[src/rtl/gsr_pkg.sv]
package gsr_pkg;

    // Phases of the edge-triggered one-shot
    typedef enum logic [1:0] {
        OS_ARMED  = 2'd0,   // waiting for the condition to rise
        OS_FIRING = 2'd1,   // pulse is being emitted
        OS_SPENT  = 2'd2    // pulse done, condition still high
    } os_phase_e;

    // Bits needed to hold a down-counter starting at n-1
    function automatic int unsigned cnt_bits(input int unsigned n);
        return (n <= 2) ? 1 : $clog2(n);
    endfunction

endpackage

[src/rtl/gsr_trig_delay.sv]
module gsr_trig_delay #(
    parameter int unsigned DELAY_TICKS = 1
) (
    input  logic clk_i,
    input  logic rst_i,
    input  logic trig_i,
    output logic trig_o
);

    generate
        if (DELAY_TICKS == 0) begin : g_bypass
            assign trig_o = trig_i;
        end else begin : g_pipe
            typedef struct packed {
                logic [DELAY_TICKS-1:0] pipe;
            } dly_t;

            dly_t dly_d, dly_q;

            always_comb begin
                dly_d      = dly_q;
                dly_d.pipe = DELAY_TICKS'({dly_q.pipe, trig_i});
            end

            always_ff @(posedge clk_i) begin
                if (rst_i) begin
                    dly_q <= '0;
                end else begin
                    dly_q <= dly_d;
                end
            end

            assign trig_o = dly_q.pipe[DELAY_TICKS-1];
        end
    endgenerate

endmodule

[src/rtl/gsr_reset_cond.sv]
module gsr_reset_cond (
    input  logic gate_i,
    input  logic state_i,
    input  logic trig_i,
    output logic cond_o
);

    always_comb begin
        cond_o = gate_i & state_i & trig_i;
    end

endmodule

[src/rtl/gsr_oneshot.sv]
module gsr_oneshot
    import gsr_pkg::*;
#(
    parameter int unsigned PULSE_TICKS = 2
) (
    input  logic clk_i,
    input  logic rst_i,
    input  logic cond_i,
    output logic pulse_o
);

    localparam int unsigned CW = cnt_bits(PULSE_TICKS);
    localparam logic [CW-1:0] LAST = CW'(PULSE_TICKS - 1);

    typedef struct packed {
        os_phase_e      phase;
        logic [CW-1:0]  left;
        logic           pulse;
    } os_t;

    os_t os_d, os_q;

    always_comb begin
        os_d = os_q;
        unique case (os_q.phase)
            OS_ARMED: begin
                if (cond_i) begin
                    os_d.phase = OS_FIRING;
                    os_d.left  = LAST;
                end
            end
            OS_FIRING: begin
                if (os_q.left == '0) begin
                    os_d.phase = cond_i ? OS_SPENT : OS_ARMED;
                end else begin
                    os_d.left = os_q.left - 1'b1;
                end
            end
            OS_SPENT: begin
                if (!cond_i) begin
                    os_d.phase = OS_ARMED;
                end
            end
            default: begin
                os_d.phase = OS_ARMED;
                os_d.left  = '0;
            end
        endcase
        os_d.pulse = (os_d.phase == OS_FIRING);
    end

    always_ff @(posedge clk_i) begin
        if (rst_i) begin
            os_q <= '{phase: OS_ARMED, left: '0, pulse: 1'b0};
        end else begin
            os_q <= os_d;
        end
    end

    assign pulse_o = os_q.pulse;

endmodule

[src/rtl/gsr_clear_pulse.sv]
module gsr_clear_pulse #(
    parameter int unsigned DELAY_TICKS   = 1,
    parameter int unsigned PULSE_TICKS   = 2,
    parameter int unsigned MACHINE_TICKS = 14
) (
    input  logic clk_i,
    input  logic rst_i,
    input  logic gate_level_i,
    input  logic cycle_state_i,
    input  logic read_trig_i,
    output logic reg_clear_o
);

    // pulse must fit inside one machine cycle
    generate
        if (PULSE_TICKS == 0 || PULSE_TICKS >= MACHINE_TICKS) begin : g_bad_cfg
            $error("gsr_clear_pulse: PULSE_TICKS must be in 1..MACHINE_TICKS-1");
        end
    endgenerate

    logic trig_dly;
    logic cond;

    gsr_trig_delay #(
        .DELAY_TICKS (DELAY_TICKS)
    ) u_dly (
        .clk_i  (clk_i),
        .rst_i  (rst_i),
        .trig_i (read_trig_i),
        .trig_o (trig_dly)
    );

    gsr_reset_cond u_cond (
        .gate_i  (gate_level_i),
        .state_i (cycle_state_i),
        .trig_i  (trig_dly),
        .cond_o  (cond)
    );

    gsr_oneshot #(
        .PULSE_TICKS (PULSE_TICKS)
    ) u_os (
        .clk_i   (clk_i),
        .rst_i   (rst_i),
        .cond_i  (cond),
        .pulse_o (reg_clear_o)
    );

endmodule

[config.mk]
export PLATFORM = sky130hd
export DESIGN_NAME = gsr_clear_pulse
export DESIGN_NICKNAME = d
export VERILOG_FILES = /design/src/rtl/gsr_pkg.sv /design/src/rtl/gsr_trig_delay.sv /design/src/rtl/gsr_reset_cond.sv /design/src/rtl/gsr_oneshot.sv /design/src/rtl/gsr_clear_pulse.sv
export SDC_FILE = /design/constraint.sdc
export NUM_CORES = 1
export LEC_CHECK = 0
export ABC_AREA = 1
export CELL_PAD_IN_SITES_DETAIL_PLACEMENT = 0
export CELL_PAD_IN_SITES_GLOBAL_PLACEMENT = 1
export CORE_AREA = 2 2 39 41
export DETAILED_ROUTE_END_ITERATION = 10
export DIE_AREA = 0 0 41 43
export PLACE_DENSITY = 0.46
export SLEW_MARGIN = 10
export SYNTH_ARGS = -nofsm -noshare
export SYNTH_HDL_FRONTEND = slang
export SYNTH_SLANG_ARGS = --single-unit
export TNS_END_PERCENT = 10
[constraint.sdc]
create_clock -name clk_i -period 0.91 [get_ports clk_i]
set_input_delay 0.273 -clock clk_i [delete_from_list [all_inputs] [get_ports clk_i]]
set_output_delay 0.273 -clock clk_i [all_outputs]
set_load 0.005 [all_outputs]
==> results of run 1 <==
## repair_timing
item                                    CTS  global route
resized for setup                         7             0
hold buffers                              0             0
buffers inserted                          0             0
endpoints found under the setup margin    4             1
## cell type report
type,count,area share (%)
Inverter,5,6.53
Sequential cell,5,32.7
Clock buffer,4,8.57
Multi-Input combinational cell,15,29.4
Tap cell,16,6.53
Timing Repair Buffer,6,16.3
## stage by stage
step / utilization [%] / TNS (ps)
after detailed placement: 20.4 / -1180
after CTS: 22.2 / -10.2
after floorplan: - / 0
after global placement: 20.4 / -1130
final: 22.2 / 0
after global routing: 22.2 / -35.2
## sequential cells by signal, indices dropped and copies added (netlist names)
signal / cells
u_dly.trig_o: 1
u_os.os_q: 3
u_os.pulse_o: 1
## cell families (layout without fill, tap and decap cells)
logic type,Yosys count,count (layout),synth area share [%]
DFF,5,5,48.8
AOI/OAI and AO/OA,1,1,2.44
and+or+nand+nor,14,14,39.0
buffers and inverters,5,15,9.75
## cell usage after synthesis, drive strengths merged
| master | count | area share [%] |
|---|---|---|
| nor2 | 9 | 19 |
| inv | 4 | 7.3 |
| dfxtp | 5 | 49 |
| a21oi | 1 | 2.4 |
| nor3 | 1 | 4.9 |
| clkinv | 1 | 2.4 |
| nand3 | 1 | 8.5 |
| nand2 | 3 | 6.7 |
## where the power goes
| group | leakage (nW) | total, mW | internal [mW] | switching [mW] |
|---|---|---|---|---|
| sequential | 0.0407 | 0.229 | 0.226 | 0.00314 |
| combinational | 0.0747 | 0.0365 | 0.0209 | 0.0156 |
| clock | 0.0150 | 0.253 | 0.166 | 0.0874 |
## path summary, 6_finish.rpt
path	to	start
hold / removal	u_os.os_q[3]$_SDFF_PP0_	cycle_state_i
setup / recovery	reg_clear_o	u_os.pulse_o$_SDFF_PP0_
setup reg to reg	u_os.pulse_o$_SDFF_PP0_	u_os.os_q[3]$_SDFF_PP0_
hold reg to reg	u_os.os_q[3]$_SDFF_PP0_	u_dly.trig_o$_SDFF_PP0_
## per-layer routing
layer	vias to the layer above	share of wire, %
li1	94	-
met1	73	36
met5	-	0
met4	0	4.3
met3	2	5.2
met2	5	54
==> results_dict.tcl, run 1 <==
set metrics [dict create \
    clk_latency_ps 240 \
    syn_avg_cell_area_um2 8.21 \
    coreArea_mm2 0.00138 \
    die_w_um 41 \
    fin_nets 41 \
    synth_area_um2 205 \
    fillCellCount 150 \
    finalNonFillerCells 51 \
    fp.dieArea_mm2 0.00176 \
    antennaDiodeCount 0 \
    grt_util_met1_pct 4.18 \
    p_leak_nw 0.130 \
    synthCells 25 \
    finClkSkew_ps 1.78 \
    reg2reg_depth 5 \
    slew_viol_final 0 \
    syn_nets 30 \
    final_common_cell "nor2_1" \
    grt_overflow 0 \
    tightest_slew_ps 153 \
    wl_per_cell_um 6.37 \
    dp_cells 47 \
    preCtsSetupSlack_ps -272 \
    numCtsBuffers 3 \
    avgViaCountPerCell 3.41 \
    gp_congestion 0.617 \
    met3_usage_pct 3.14 \
    cts_tree "yes" \
    slowest_delay_ps 280 \
    grt_pass1_wl_um 538 \
    core.rowCount 14 \
    setup_viol 0 \
    drive_gt1_share_pct 34.3 \
    crit_buf_inv 1 \
    cts_root_buffer "clkbuf_4" \
    num_vias 174 \
    path_class "reg2out" \
    htree_levels 1 \
    seq_area_um2 100 \
    drtPass1Iterations 1 \
    crit_chain "buf_2" \
    min_path_type "in2reg" \
    fmax_mhz 1100 \
    cp_slowest_cell "dfxtp_1" \
    hold_depth 3 \
    grt_start_max_net_pins 4 \
    place_area_um2 283 \
    grtUsageTotal_pct 5.52 \
    antenna_found_initial 0 \
    arrival_ps 640 \
    cts.sinks 5 \
    rsz0062_at_grt "yes" \
    ir_drop_uv 689 \
    first_global_vias 151 \
    hold_ws_ps 474 \
    routed_wl_um 325 \
    met2_usage_pct 6.56 \
    power_density_mw_per_mm2 1690 \
    crit_required_ps 640 \
    synth.distinct_cells 11 \
    fin_ws_ps 1.76 \
    start_kind "flop" \
    drt_iter0_drc 0 \
    drv_cap 0 \
    synth_seq_cells 5 \
    die_h_um 43 \
    finalInstanceArea_um2 307 \
    final_cell_mix "7 x nor2_1, 5 x dfxtp_1, 3 x inv_1, 3 x clkbuf_4" \
    crit_family "flip-flops" \
    yosysWarnings 0 \
    cp_max_fo 1 \
    clockBufferDepth 2 \
    io_buffer_count 5 \
    drc 0 \
    outcome "complete, no violations" \
    final-hold-violation-count 0 \
    top_usage_layer "met4" \
    clk_pin_slew_worst_paths_ps 40 \
    fin_crit_ps 908 \
    cp-end-kind "output port" \
    multi_input_area_um2 90.1 \
    dpl.hpwl_um 275 \
    synth_seq_area_share_pct 48.8 \
    ios 6 \
    cp.depth 1 \
    initial_utilization_pct 14.8 \
    r2r_slack_ps 130 \
    fin_crit_sh_pct 99.8 \
    slew_headroom_pct 89.8 \
    ant_nets 0 \
    syn_to_final_growth_pct 49.4 \
    power_mw 0.518 \
]
Note: power is estimated with default switching activity, not from simulation.
==> run 2: changes to the inputs <==
Settings changed: CAP_MARGIN set to 20, CORE_AREA 2 2 39 41 to 5 5 42 44, DIE_AREA 0 0 41 43 to 0 0 47 49.
==> results_dict.tcl, run 2 (synthesized netlist as in run 1, its figures left out) <==
set metrics [dict create \
    crit_family "flip-flops" \
    postLayoutCoreUtil_pct 21.9 \
    p_leak_nw 0.130 \
    final_common_cell "nor2_1" \
    min_to "u_os.os_q[3]$_SDFF_PP0_" \
    slew_headroom_pct 90.3 \
    core.rowCount 14 \
    fin_crit_ps 907 \
    final-hold-violation-count 0 \
    grt_overflow 0 \
    multi_input_area_um2 90.1 \
    coreArea_mm2 0.00140 \
    antennaDiodeCount 0 \
    crit_required_ps 640 \
    reg2reg_to "u_os.os_q[2]$_SDFF_PP0_" \
    cp_slowest_cell "dfxtp_1" \
    cts_setup_buffers 0 \
    min_path_type "in2reg" \
    gp_congestion 0.611 \
    largest_register "u_os.os_q" \
    fillCellCount 170 \
    fp.dieArea_mm2 0.00230 \
    routed_wl_um 335 \
    syn_to_final_growth_pct 49.4 \
    grt_start_max_net_pins 4 \
    largest_reg_flops 3 \
    start_kind "flop" \
    die_w_um 47 \
    drt_iter0_drc 1 \
    drtPass1Iterations 2 \
    drive_gt1_share_pct 34.3 \
    dpl.hpwl_um 280 \
    arrival_ps 630 \
    num_vias 171 \
    grtUsageTotal_pct 3.73 \
    seq_area_um2 100 \
    crit_buf_inv 1 \
    cp-end-kind "output port" \
    slew_viol_final 0 \
    fin_nets 41 \
    ir_drop_uv 552 \
    fmax_mhz 1100 \
    power_density_mw_per_mm2 1680 \
    fin_ws_ps 2.93 \
    crit_chain "buf_2" \
    clk_pin_slew_worst_paths_ps 40 \
    cts.sinks 5 \
    cp_max_fo 1 \
    initial_utilization_pct 14.6 \
    rsz0062_at_grt "yes" \
    htree_levels 1 \
    min_from "cycle_state_i" \
    r2r_slack_ps 130 \
    wl_per_cell_um 6.57 \
    die_h_um 49 \
    hold_depth 3 \
    ant_nets 0 \
    fin_crit_sh_pct 99.7 \
    preCtsSetupSlack_ps -286 \
    numCtsBuffers 3 \
    worstReg2RegStart "u_os.os_q[2]$_SDFF_PP0_" \
    final_cell_mix "7 x nor2_1, 5 x dfxtp_1, 3 x inv_1, 3 x clkbuf_4" \
    drv_cap 0 \
    antenna_found_initial 0 \
    io_buffer_count 5 \
    clockBufferDepth 2 \
    drc 0 \
    setup_viol 0 \
    reg2reg_depth 5 \
    grt_pass1_wl_um 545 \
    ios 6 \
    slowest_delay_ps 280 \
    first_global_vias 158 \
    tightest_slew_ps 146 \
    path_class "reg2out" \
    cts_root_buffer "clkbuf_4" \
    avgViaCountPerCell 3.35 \
    clk_latency_ps 240 \
    cts_tree "yes" \
    finClkSkew_ps 1.70 \
    outcome "complete, no violations" \
]
## run 2: worst max-delay path by stage
stage | slack, ps | endpoint | from | depth (start not counted)
floorplan | 190 | u_os.os_q[2]$_SDFF_PP0_ | u_os.os_q[3]$_SDFF_PP0_ | 5
global route | -20 | reg_clear_o | u_os.pulse_o$_SDFF_PP0_ | 1
finish | 3 | reg_clear_o | u_os.pulse_o$_SDFF_PP0_ | 1
detailed placement | -290 | u_os.os_q[1]$_SDFFE_PP0P_ | gate_level_i | 5
CTS | -10 | reg_clear_o | u_os.pulse_o$_SDFF_PP0_ | 1
global placement | -270 | u_os.pulse_o$_SDFF_PP0_ | gate_level_i | 5
## run 2: per-layer routing
layer  routed length [um]  track usage (%)
met1                   96             2.63
met2                  222             5.20
met3                   16             1.11
met4                    0             6.91
met5                    0                0
## run 2: what timing repair did
item | 4_1_cts | 5_1_grt
gates resized for setup | 7 | 0
setup endpoints to repair | 4 | 1
hold buffers | 0 | 0
## run 2: area by class of cell
type                       instances  share of cell area, %
clock buffer                       4                   8.57
inverter                           5                   6.53
multi-input combinational         15                   29.4
sequential                         5                   32.7
tap                               16                   6.53
timing repair buffer               6                   16.3
## run 2: power by group
part           switching [mW]  leakage (nW)  internal [mW]  total, mW
Sequential            0.00322        0.0407          0.226      0.229
Combinational          0.0156        0.0747         0.0209     0.0364
Clock                  0.0847        0.0150          0.165      0.250
## run 2: stage by stage
step	cells	setup TNS, ps	cell area, um^2	hold slack, ps	total power [mW]
global placement	47	-1160	283	459	0.272
finish	51	0	307	473	0.515
global route	51	-19.1	307	457	0.552
CTS	51	-12.6	307	463	0.535
floorplan	25	0	205	344	0.244
detailed placement	47	-1220	283	465	0.273
